File: config.mk
export PLATFORM = sky130hd
export DESIGN_NAME = cvid_stream_bridge
export DESIGN_NICKNAME = d
export VERILOG_FILES = /design/src/rtl/cvid_stream_bridge.sv
export SDC_FILE = /design/constraint.sdc
export NUM_CORES = 1
export LEC_CHECK = 0
export BUFFER_PORTS_ARGS = -buffer_cell sky130_fd_sc_hd__buf_2
export CAP_MARGIN = 20
export CELL_PAD_IN_SITES_DETAIL_PLACEMENT = 1
export CELL_PAD_IN_SITES_GLOBAL_PLACEMENT = 2
export CORE_MARGIN = 4
export CORE_UTILIZATION = 30
export DETAILED_ROUTE_END_ITERATION = 6
export PLACE_DENSITY = 0.58
export SETUP_SLACK_MARGIN = 0.5
export SLEW_MARGIN = 20
export SYNTH_ARGS = -nofsm -noshare
export SYNTH_HDL_FRONTEND = slang
export SYNTH_SLANG_ARGS = --single-unit
export TNS_END_PERCENT = 1
File: constraint.sdc
create_clock -name clk -period 6.75 [get_ports clk]
set_clock_uncertainty 0.15 [all_clocks]
set_input_delay 1.0125 -clock clk [delete_from_list [all_inputs] [get_ports clk]]
set_output_delay 1.0125 -clock clk [all_outputs]
set_load 0.1 [all_outputs]
File: src/rtl/cvid_stream_bridge.sv
module cvid_stream_bridge #(
  parameter int DATA_W  = 8,
  parameter int DEPTH   = 64,
  parameter int REG_W   = 16,
  parameter int OVF_BIT = 9
) (
  input  logic              clk,
  input  logic              rst_n,
  input  logic              vid_vsync,
  input  logic              vid_de,
  input  logic [DATA_W-1:0] vid_data,
  output logic [DATA_W-1:0] st_data,
  output logic              st_sop,
  output logic              st_eop,
  output logic              st_valid,
  input  logic              st_ready,
  input  logic [1:0]        reg_addr,
  input  logic              reg_wr,
  input  logic [REG_W-1:0]  reg_wdata,
  output logic [REG_W-1:0]  reg_rdata
);
  localparam int AW = (DEPTH > 1) ? $clog2(DEPTH) : 1;
  localparam int CW = $clog2(DEPTH + 1);
  localparam int EW = DATA_W + 2;

  logic              vs_q, locked, sop_next, ovf_flag;
  logic              hold_vld, hold_sop, hold_eop;
  logic [DATA_W-1:0] hold_data;
  logic [EW-1:0]     mem [DEPTH];
  logic [AW-1:0]     wr_ptr, rd_ptr;
  logic [CW-1:0]     cnt;

  wire vs_rise = vid_vsync & ~vs_q;
  wire full    = (cnt == CW'(DEPTH));
  wire take    = vid_de & (locked | vs_rise);
  wire closing = hold_eop | vs_rise;
  wire push    = hold_vld & ~full & (closing | take);
  wire ovf_ev  = take & hold_vld & ~push;
  wire accept  = take & ~ovf_ev;
  wire pop     = st_valid & st_ready;
  wire clr     = reg_wr & (reg_addr == 2'd0) & ~reg_wdata[OVF_BIT];

  function automatic logic [AW-1:0] step(input logic [AW-1:0] p);
    return (p == AW'(DEPTH - 1)) ? '0 : p + 1'b1;
  endfunction

  always_ff @(posedge clk or negedge rst_n) begin
    if (!rst_n) begin
      vs_q      <= 1'b0;
      locked    <= 1'b0;
      sop_next  <= 1'b0;
      hold_vld  <= 1'b0;
      hold_sop  <= 1'b0;
      hold_eop  <= 1'b0;
      hold_data <= '0;
    end else begin
      vs_q <= vid_vsync;
      if (ovf_ev)       locked <= 1'b0;
      else if (vs_rise) locked <= 1'b1;
      if (accept)       sop_next <= 1'b0;
      else if (vs_rise) sop_next <= 1'b1;
      if (accept) begin
        hold_vld  <= 1'b1;
        hold_sop  <= sop_next | vs_rise;
        hold_eop  <= 1'b0;
        hold_data <= vid_data;
      end else if (push) begin
        hold_vld <= 1'b0;
      end else if (hold_vld & (vs_rise | ovf_ev)) begin
        hold_eop <= 1'b1;
      end
    end
  end

  always_ff @(posedge clk) begin
    if (push) mem[wr_ptr] <= {hold_sop, closing, hold_data};
  end

  always_ff @(posedge clk or negedge rst_n) begin
    if (!rst_n) begin
      wr_ptr   <= '0;
      rd_ptr   <= '0;
      cnt      <= '0;
      ovf_flag <= 1'b0;
    end else begin
      if (push) wr_ptr <= step(wr_ptr);
      if (pop)  rd_ptr <= step(rd_ptr);
      cnt <= cnt + CW'(push) - CW'(pop);
      if (ovf_ev)   ovf_flag <= 1'b1;
      else if (clr) ovf_flag <= 1'b0;
    end
  end

  assign st_valid = (cnt != '0);
  assign {st_sop, st_eop, st_data} = mem[rd_ptr];

  always_comb begin
    reg_rdata = '0;
    case (reg_addr)
      2'd0: begin
        reg_rdata[OVF_BIT] = ovf_flag;
        reg_rdata[0]       = locked;
      end
      2'd1: reg_rdata[CW-1:0] = cnt;
      default: reg_rdata = '0;
    endcase
  end

  AST_HOLD_STABLE: assert property (@(posedge clk) disable iff (!rst_n)
    st_valid && !st_ready |=> st_valid && $stable({st_sop, st_eop, st_data}));
  AST_CNT_LIMIT: assert property (@(posedge clk) disable iff (!rst_n)
    cnt <= CW'(DEPTH));
  AST_OVF_FULL: assert property (@(posedge clk) disable iff (!rst_n)
    ovf_ev |-> full && hold_vld);
  AST_OVF_FLAG: assert property (@(posedge clk) disable iff (!rst_n)
    ovf_ev |=> ovf_flag && !locked);
  AST_STICKY: assert property (@(posedge clk) disable iff (!rst_n)
    ovf_flag && !clr |=> ovf_flag);
  AST_CNT_STEP: assert property (@(posedge clk) disable iff (!rst_n)
    1'b1 |=> (cnt == $past(cnt)) || (cnt == $past(cnt) + 1'b1) || (cnt + 1'b1 == $past(cnt)));
endmodule

* Word-level counts from Yosys, hierarchy flattened
Memories as Yosys holds them, arrays and structs flattened. Cells that the tools add are included.
Operators by class: bitwise operators 21, $add $sub $neg 4, reductions and logical operators 8, muxes and demuxes 17, equal/unequal tests 5
Operators by type and width (count):
- 6-bit two-way mux | 3
- 1-bit two-way mux | 13
- 6-bit by 1-bit adder with 6-bit output (second input constant) | 2
- 6-bit equality test (second input constant) | 2
- 1-bit bitwise AND | 11
- 2-bit nonzero test | 5
- 7-bit by 1-bit adder with 7-bit output | 1
- 7-bit equality test (second input constant) | 1
- 7-bit nonzero test | 1
- 7-bit by 1-bit subtractor with 7-bit output | 1
- 1-bit NOT | 5
- 1-bit OR | 5
- 2-bit by 1-bit equality test with 1-bit output (second input constant) | 1
- 2-bit logical NOT | 1
- 2-bit by 1-bit inequality test with 1-bit output (second input constant) | 1
- 1-bit one-hot mux with 2 select lines | 1
- 2-bit AND reduction | 1
Word-level totals: logic and storage cells 67, RAM bits 640, flip-flop bits (word level) 34, memories 1, output and inout port bits 27, input bits 32
Memories:
- mem | words 64, bits a word 10, rd ports 1, clocked after memory_dff 0, write ports 1, RTL line 29 | logic [EW-1:0] mem [DEPTH];

* Logic depth before layout (Yosys ltp)
Gate-level depths: netlist (run 1).
word-level depth 13, depth in mapped cells 16

* Least setup slack after synthesis (run 1)
No wires, ideal clock.
path type reg-to-output, start point reg rd_ptr[1], end point out st_data[5], path slack 1.090 ns, stages on the path, launching flop included 10, arrival time 4.497 ns, buffers on the path 5, cells stage by stage dfrtp_1 buf_6 buf_6 buf_6 buf_4 buf_4 a211oi_1 o31ai_1 a21oi_1 nor4_1
Between the ends: longest elaborated chain between the ends 1
RTL lines:
- from (decl) | RTL line 30 | logic [AW-1:0] wr_ptr, rd_ptr;
- from (signal assigned) | RTL line 87 | if (pop) rd_ptr <= step(rd_ptr);
- memory read 64 x 10 bit
- to (decl) | RTL line 12 | output logic [DATA_W-1:0] st_data,
No other way between the ends.

* Final worst setup path (run 1)
start point reg rd_ptr[1], end point out st_data[1]
The elaborated chain is that of the path after synthesis.

==> key figures, run 1 <==
Global route
  • Global Route met1 Usage: 0.193
  • Initial antenna violation count: 1
  • Met2 usage: 0.222
  • Total congestion overflow: 0
  • Number of global-route vias before repair: 13800
  • Total track usage: 0.137
  • Gr busiest metal: met2
  • Met3 Use GR: 0.0218
  • Largest net degree at the start of global routing: 97
  • First-pass GRT wire length: 95.3 mm

Setup path
  • CP Cell Sequence: buf_4 > mux4_2 > and2_1 > a211oi_1 > nor3_1 > a31o_1 > buf_2
  • Crit path DAT: 4.25 ns
  • Reg2reg end: mem[53][3]$_DFFE_PP_
  • Crit path launch type: flip-flop
  • Largest stage delay, worst path: 1.07 ns
  • Reg2reg start: cnt[2]$_DFF_PN0_
  • Delay-heaviest family, CP: flip-flops
  • Critical path class: flip-flop to primary output
  • Worst Path Buf+Inv: 2
  • CP max-delay cell: dfrtp_4
  • Crit path max fanout: 46
  • Reg2reg setup slack: 2.53 ns
  • FF-to-FF path depth: 7
  • Element type at the critical path end: primary output
  • Worst EP required: 5.59 ns

Min path
  • Hold Path Depth: 2
  • Min-Delay Endpoint: sop_next$_DFFE_PN0P_
  • HP Class: flip-flop to flip-flop
  • Hold path start: sop_next$_DFFE_PN0P_

Routing
  • WL/cell: 24.5 um
  • Remaining DRCs: 0
  • Starting DRC count in detailed routing: 827
  • Via density: 4.84
  • Final WL: 64.0 mm
  • Post-DRT Antenna Nets: 0
  • Drt first pass iters: 5
  • Via count: 12600

Floorplanning
  • Core box area: 88400 um2
  • FP Rows: 109
  • DIE HEIGHT: 306 um
  • Ports: 59
  • Starting Density: 0.302
  • Die width: 306 um
  • Die area: 93900 um2

CTS
  • Clock sinks: 674
  • CTS tree: yes
  • Clock root buffer: clkbuf_16
  • # hold bufs at CTS: 0
  • Clock Tree Buf Depth: 3
  • CTS H-tree depth: 3
  • Clock insertion delay at the later pin of the skew report: 0.61 ns
  • Setup bufs post-CTS: 0
  • Inserted Clock Buffers: 74
  • Reg clk slew, reported paths: 0.06 ns
  • Number of gates given a new drive strength after cts: 0

Power
  • Power Total: 0.0137 W
  • Worst vdd ir: 0.467 mV
  • PD cells: 448 nW/um2
  • Leakage: 9.59 nW

Finish
  • Most frequent cells in the layout: 640 x edfxtp_1, 146 x mux4_2, 75 x clkbuf_16, 63 x nor2_1, 37 x mux2i_1
  • Commonest non-fill, non-tap cell in the layout: edfxtp_1
  • Layout area overhead: 14.4%
  • Final #Nets: 1433
  • Register area: 20100 um2
  • Fill cells: 8729
  • Share of cells above drive strength 1: 0.271
  • Footprint of the multi-input gates: 6190 um2

Placement
  • DP Wirelength: 37.8 mm
  • Pre-CTS setup slack: 1.81 ns
  • Placer Congestion: 0.719
  • IO Port Bufs: 35

STA
  • FMAX: 185 MHz
  • Final Hold Viols: 0
  • Max_slew headroom: 0.231
  • Setup ws final: 1.33 ns
  • Final setup vio count: 0
  • Worst Tran Pin Value: 1.15 ns
  • Period utilisation layout: 0.802
  • Tmin final: 5.42 ns
  • Sum of negative setup slack: 0 ns
  • Unrepaired setup endpoints after global routing: false
  • Slew Limit Fails: 0

Run
  • Maxcap violations: 0

Yosys
  • FF+latch count, synth: 674
  • Syn Area/Cell: 20.3 um2
  • Synth Cell Area: 26700 um2
  • Post-synthesis sequential area ratio: 0.751
  • Count of different cell masters after synthesis: 56
  • Number of synthesized flops with an enable pin: 640
  • Mapped Cells: 1319
  • Main synth FF type: edfxtp_1
  • YS warnings: 0
  • Fraction of registers with async set/reset: 0.0504

Run status
  • Outcome: finished clean
## worst max-delay path by stage
stage / from / to / slack [ns] / cells after the start
final: rd_ptr[1]$_DFFE_PN0P_ / st_data[1] / 1.33 / 7
after global routing: rd_ptr[1]$_DFFE_PN0P_ / st_data[2] / 1.02 / 7
after CTS: rd_ptr[1]$_DFFE_PN0P_ / st_data[4] / 1.13 / 7
after detailed placement: rd_ptr[1]$_DFFE_PN0P_ / st_data[4] / 1.81 / 7
after global placement: rd_ptr[1]$_DFFE_PN0P_ / st_data[4] / 1.73 / 7
after floorplan: rd_ptr[1]$_DFFE_PN0P_ / st_data[5] / 1.09 / 9
## flip-flops by register name (all words and copies together), names as in the netlist
| register | count |
|---|---|
| mem | 640 |
| sop_next | 1 |
| hold_vld | 1 |
| vs_q | 1 |
| ovf_flag | 1 |
| locked | 1 |
| cnt | 7 |
| hold_eop | 1 |
| hold_sop | 1 |
| wr_ptr | 6 |
| hold_data | 8 |
| rd_ptr | 6 |
## through the flow
stage	util	cell area [um2]	hold slack [ns]	std cells
final	0.346	30600	0.345	2607
after global routing	0.346	30600	0.370	2606
after CTS	0.346	30500	0.355	2605
after detailed placement	0.320	28300	0.341	2477
after global placement	0.319	28200	0.325	2475
after floorplan	-	26700	0.302	1326
## Yosys cell counts, drive strengths merged, types with 8 or more instances
cell type    n  area [um2]
mux4       154        3500
buf         57         402
edfxtp     640       19200
nor3        17        85.1
dfrtp       34         851
o22ai        8        50.1
a21oi       17        85.1
clkbuf      26        97.6
o221ai       9        78.8
nor2        93         349
inv         13        51.3
nor2b        8        50.1
and2        15        93.8
mux2i       37         370
a211oi      17         128
nand2       32         120
mux2        26         293
ha          11         138
nand3       14        70.1
o21ai       17        85.1
## metal layers
metal,part of all wire,vias up
li1,-,5528
met1,0.46,6791
met2,0.48,230
met3,0.039,78
met4,0.020,0
met5,0,-
## power by group
part           total (W)  internal, W  switching, W  leakage [nW]
logic            0.00390      0.00134       0.00256          2.33
clock network    0.00385      0.00223       0.00161          1.11
registers        0.00596      0.00540      0.000558          6.15
total             0.0137      0.00898       0.00473          9.59
## cell families after synthesis
| family | after synthesis | share of synthesized area |
|---|---|---|
| AO/OA/AOI/OAI | 100 | 0.0261 |
| XOR/XNOR | 12 | 0.00393 |
| adder cells (fa/ha/maj) | 12 | 0.00590 |
| buffers and inverters | 98 | 0.0209 |
| flip-flops | 674 | 0.751 |
| multiplexers | 217 | 0.156 |
| other | 1 | 0.000140 |
| AND/OR/NAND/NOR | 205 | 0.0361 |
## worst reg2reg max path: cells and delay by family, from the launching register on
kind | cells | cell delay [ns]
AO/OA/AOI/OAI | 1 | 0.29
adder cells (fa/ha/maj) | 1 | 0.21
buffers and inverters | 1 | 0.09
flip-flops | 1 | 0.39
AND/OR/NAND/NOR | 4 | 2.71
## area by class of cell
type,instances,area share
well taps,1165,0.0477
inverters,15,0.00192
flip-flops and latches,674,0.657
clock buffers,92,0.0635
multi-input cells,554,0.203
diodes,1,0.0000818
repair buffers,70,0.0157
clock inverters,36,0.0111
Power figures use the tool's default switching activity.
==> run 2: changes to the inputs <==
--- a/config.mk
+++ b/config.mk
@@ -5,6 +5,7 @@
 export SDC_FILE = /design/constraint.sdc
 export NUM_CORES = 1
 export LEC_CHECK = 0
+export ABC_AREA = 1
 export BUFFER_PORTS_ARGS = -buffer_cell sky130_fd_sc_hd__buf_2
 export CAP_MARGIN = 20
 export CELL_PAD_IN_SITES_DETAIL_PLACEMENT = 1
@@ -12,7 +13,7 @@
 export CORE_MARGIN = 4
 export CORE_UTILIZATION = 30
 export DETAILED_ROUTE_END_ITERATION = 6
-export PLACE_DENSITY = 0.58
+export PLACE_DENSITY = 0.65
 export SETUP_SLACK_MARGIN = 0.5
 export SLEW_MARGIN = 20
 export SYNTH_ARGS = -nofsm -noshare
==> constraint.sdc (replaced) <==
create_clock -name clk -period 5.05 [get_ports clk]
set_clock_uncertainty 0.15 [all_clocks]
set_input_delay 0.7575 -clock clk [delete_from_list [all_inputs] [get_ports clk]]
set_output_delay 0.7575 -clock clk [all_outputs]
set_load 0.1 [all_outputs]
==> run 2 against run 1 <==
Net effect:
- combinational power is 83% higher
- sequential power rose by 26%
- area after synthesis up 9.3%
- worst setup slack got worse by 0.73 ns
- critical path depth is 7 higher
- count of clock-buffer cells in the layout increased by 13
- wire length grew 33%
- die area rose by 9.1%
- cell area is 9.0% higher
- total power rose by 45%
==> key figures, run 2 <==
Global route
  • Gr busiest metal: met2 (unchanged)
  • Largest net degree at the start of global routing: 167 (was 97)
  • Met3 Use GR: 0.0290 (was 0.0218)
  • Number of global-route vias before repair: 20300 (was 13800)
  • Total track usage: 0.165 (was 0.137)
  • Initial antenna violation count: 1 (unchanged)
  • First-pass GRT wire length: 128 mm (was 95.3 mm)
  • Global Route met1 Usage: 0.228 (was 0.193)
  • Met2 usage: 0.266 (was 0.222)
  • Total congestion overflow: 0 (unchanged)

Routing
  • Remaining DRCs: 0 (unchanged)
  • Starting DRC count in detailed routing: 1193 (was 827)
  • Post-DRT Antenna Nets: 0 (unchanged)
  • WL/cell: 20.2 um (was 24.5 um)
  • Via count: 19500 (was 12600)
  • Via density: 4.64 (was 4.84)
  • Drt first pass iters: 7 (was 5)
  • Final WL: 84.9 mm (was 64.0 mm)

CTS
  • CTS tree: yes (unchanged)
  • Clock sinks: 674 (unchanged)
  • CTS H-tree depth: 3 (unchanged)
  • Clock root buffer: clkbuf_16 (unchanged)
  • Clock insertion delay at the later pin of the skew report: 0.63 ns (was 0.61 ns)
  • Inserted Clock Buffers: 77 (was 74)
  • Clock Tree Buf Depth: 3 (unchanged)
  • Reg clk slew, reported paths: 0.06 ns (about the same)
  • Setup bufs post-CTS: 0 (unchanged)

Finish
  • Final #Nets: 2909 (was 1433)
  • Layout area overhead: 14.1% (was 14.4%)
  • Largest regs: mem: 640 flops, hold_data: 8 flops, cnt: 7 flops (unchanged)
  • Footprint of the multi-input gates: 7000 um2 (was 6190 um2)
  • Ant. Diodes: 0 (was 1)
  • Share of cells above drive strength 1: 0.0919 (was 0.271)
  • Design area: 33300 um2 (was 30600 um2)
  • Most flop-heavy register: mem (unchanged)
  • Max FFs per register: 640 (unchanged)
  • Fill cells: 10800 (was 8729)
  • Most frequent cells in the layout: 862 x nand2_1, 640 x edfxtp_1, 328 x inv_1, 320 x nand3_1, 269 x nor2_1 (was 640 x edfxtp_1, 146 x mux4_2, 75 x clkbuf_16, 63 x nor2_1, 37 x mux2i_1)
  • Fin cells: 4203 (was 2607)
  • Register area: 20100 um2 (about the same)
  • Commonest non-fill, non-tap cell in the layout: nand2_1 (was edfxtp_1)

Setup path
  • Worst Path Buf+Inv: 5 (was 2)
  • Crit path max fanout: 76 (was 46)
  • Most used cell, CP: nand2_1
  • FF-to-FF path depth: 17 (was 7)
  • Worst EP required: 4.14 ns (was 5.59 ns)
  • Delay-heaviest family, CP: buffers and inverters (was flip-flops)
  • Critical path depth: 14 (was 7)
  • CP max-delay cell: dfrtp_4 (unchanged)
  • CP Cell Sequence: clkinv_8 > buf_12 > nand2_1 > nand3_1 > nand2_1 > nand2_1 > nand2_1 > inv_1 > nand2_1 > nand2_1 > nand2_1 > inv_1 > nand2_1 > buf_2 (was buf_4 > mux4_2 > and2_1 > a211oi_1 > nor3_1 > a31o_1 > buf_2)
  • Largest stage delay, worst path: 0.51 ns (was 1.07 ns)
  • Element type at the critical path end: primary output (unchanged)
  • Crit path launch type: flip-flop (unchanged)
  • Critical path class: flip-flop to primary output (unchanged)
  • Setup crit end: st_data[5] (was st_data[1])
  • Reg2reg start: cnt[2]$_DFF_PN0_ (unchanged)
  • Reg2reg end: cnt[6]$_DFF_PN0_ (was mem[53][3]$_DFFE_PP_)
  • Reg2reg setup slack: 1.51 ns (was 2.53 ns)
  • Crit path DAT: 3.53 ns (was 4.25 ns)
  • Crit. Startpoint: rd_ptr[0]$_DFFE_PN0P_ (was rd_ptr[1]$_DFFE_PN0P_)

Run
  • Maxcap violations: 0 (unchanged)

Power
  • Power Total: 0.0199 W (was 0.0137 W)
  • Seq pwr share: 0.376 (was 0.435)
  • Total internal power: 0.0118 W (was 0.00898 W)
  • Clock share of power: 0.267 (was 0.281)
  • Switching power: 0.00817 W (was 0.00473 W)
  • Switching share of power: 0.410 (was 0.345)
  • Worst vdd ir: 0.395 mV (was 0.467 mV)
  • Combinational share of power: 0.357 (was 0.284)
  • Leakage: 13.4 nW (was 9.59 nW)
  • PD cells: 598 nW/um2 (was 448 nW/um2)

Floorplanning
  • Die width: 320 um (was 306 um)
  • FP Rows: 114 (was 109)
  • Core box area: 96700 um2 (was 88400 um2)
  • DIE HEIGHT: 320 um (was 306 um)
  • Die area: 102000 um2 (was 93900 um2)
  • Starting Density: 0.302 (about the same)
  • Ports: 59 (unchanged)

Yosys
  • Count of different cell masters after synthesis: 34 (was 56)
  • Syn Area/Cell: 10.5 um2 (was 20.3 um2)
  • Share of the synthesized area in the top cell type: 0.658 (was 0.719)
  • Main synth FF type: edfxtp_1 (unchanged)
  • Mapped Cells: 2789 (was 1319)
  • Most frequent cell after synthesis: nand2_1 (was edfxtp_1)
  • Number of synthesized flops with an enable pin: 640 (unchanged)
  • Synth top area cells: edfxtp_1 66%, nand2_1 11%, nand3_1 5.5% (was edfxtp_1 72%, mux4_2 12%, dfrtp_1 3.2%)
  • YS warnings: 0 (unchanged)
  • FF+latch count, synth: 674 (unchanged)
  • Fraction of registers with async set/reset: 0.0504 (unchanged)
  • Synth Cell Area: 29200 um2 (was 26700 um2)
  • Leading area contributor after synthesis: edfxtp_1 (unchanged)
  • Post-synthesis sequential area ratio: 0.687 (was 0.751)
  • Synth top cells by count: 863 x nand2_1, 640 x edfxtp_1, 328 x inv_1 (was 640 x edfxtp_1, 146 x mux4_2, 93 x nor2_1)

Run status
  • Outcome: finished clean (unchanged)

Placement
  • IO Port Bufs: 35 (unchanged)
  • Placer Congestion: 0.757 (was 0.719)
  • Dpl cell area: 31000 um2 (was 28300 um2)
  • Pre-CTS setup slack: 1.20 ns (was 1.81 ns)
  • Placed cells: 4062 (was 2477)
  • DP Wirelength: 50.6 mm (was 37.8 mm)

STA
  • Sum of negative setup slack: 0 ns (unchanged)
  • FMAX: 225 MHz
  • Final setup vio count: 0 (unchanged)
  • Unrepaired setup endpoints after global routing: true (was false)
  • Period utilisation layout: 0.880
  • Worst Tran Pin Value: 1.10 ns (was 1.15 ns)
  • Slew Limit Fails: 0 (unchanged)
  • Setup ws final: 0.608 ns (was 1.33 ns)
  • Final Hold Viols: 0 (unchanged)
  • Tmin final: 4.44 ns
  • Max_slew headroom: 0.261 (was 0.231)

Min path
  • HP Class: primary input to flip-flop (was flip-flop to flip-flop)
==> run 2: cell count changes after synthesis, moves of 62 or more <==
cell	before	now
inv_1	12	328
mux4_2	146	0
nand2_1	32	863
nand3_1	14	320
nor2_1	93	269
o21ai_0	10	72
==> run 2: cell families after synthesis <==
logic type	count (synthesis)	synth area share
compound gates	134	0.0233
xor+xnor	12	0.00360
fa+ha+maj	12	0.00540
buf+inv	477	0.0742
flops	674	0.687
other cells	1	0.000128
simple gates	1479	0.206
==> run 2: how the worst min path moves through the flow <==
stage                                   from                       end  depth (start not counted)
detailed placement  hold_data[4]$_DFFE_PN0P_  hold_data[4]$_DFFE_PN0P_                          2
CTS                                vid_vsync            vs_q$_DFF_PN0_                          1
global placement    hold_data[2]$_DFFE_PN0P_  hold_data[2]$_DFFE_PN0P_                          2
floorplan                              rst_n          cnt[0]$_DFF_PN0_                          0
finish                             vid_vsync            vs_q$_DFF_PN0_                          1
global route                       vid_vsync            vs_q$_DFF_PN0_                          1
==> run 2: worst register-to-register path, stage by stage, from the launching register on <==
cell     delay, ns
dfrtp_1       0.39
inv_1         0.12
ha_1          0.16
nand2_1       0.05
nor2_1        0.14
nand3_1       0.15
nand2_1       0.42
inv_2         0.25
ha_1          0.34
inv_1         0.04
ha_1          0.21
fa_1          0.43
nand3_1       0.10
nand2_1       0.09
nand2_1       0.07
nand2_1       0.05
a21oi_1       0.15
xor2_1        0.15
==> run 2: layer usage <==
layer / up-vias / part of all wire
met4: 2 / 0.025
met5: - / 0.00015
met1: 9816 / 0.47
met2: 289 / 0.46
li1: 9254 / -
met3: 120 / 0.039
==> run 2: what timing repair did <==
action / in CTS / in global routing
hold buffers: 0 / 0
endpoints found under the setup margin: 0 / 10
resized for setup: 0 / 3
==> run 2: metrics by stage <==
| stage | hold slack, ns | util |
|---|---|---|
| after global placement | 0.326 | 0.320 |
| final | 0.106 | 0.345 |
| after global routing | 0.0776 | 0.345 |
| after CTS | 0.0623 | 0.345 |
| after floorplan | 0.312 | - |
| after detailed placement | 0.329 | 0.320 |
==> run 2: layout make-up <==
type | count | area share
tap | 1276 | 0.0479
clock inverter | 36 | 0.00732
sequential | 674 | 0.603
timing repair buffer | 130 | 0.0299
multi-input combinational | 1645 | 0.210
inverter | 337 | 0.0385
clock buffer | 105 | 0.0638
==> run 2: power by group through the flow <==
stage          Sequential, W  Combinational [W]  Clock (W)
2_1_floorplan        0.00772            0.00438          0
3_3_place_gp         0.00759            0.00709          0
3_5_place_dp         0.00761            0.00723          0
4_1_cts              0.00749            0.00726    0.00549
5_1_grt              0.00753            0.00784    0.00570
6_report             0.00749            0.00713    0.00533
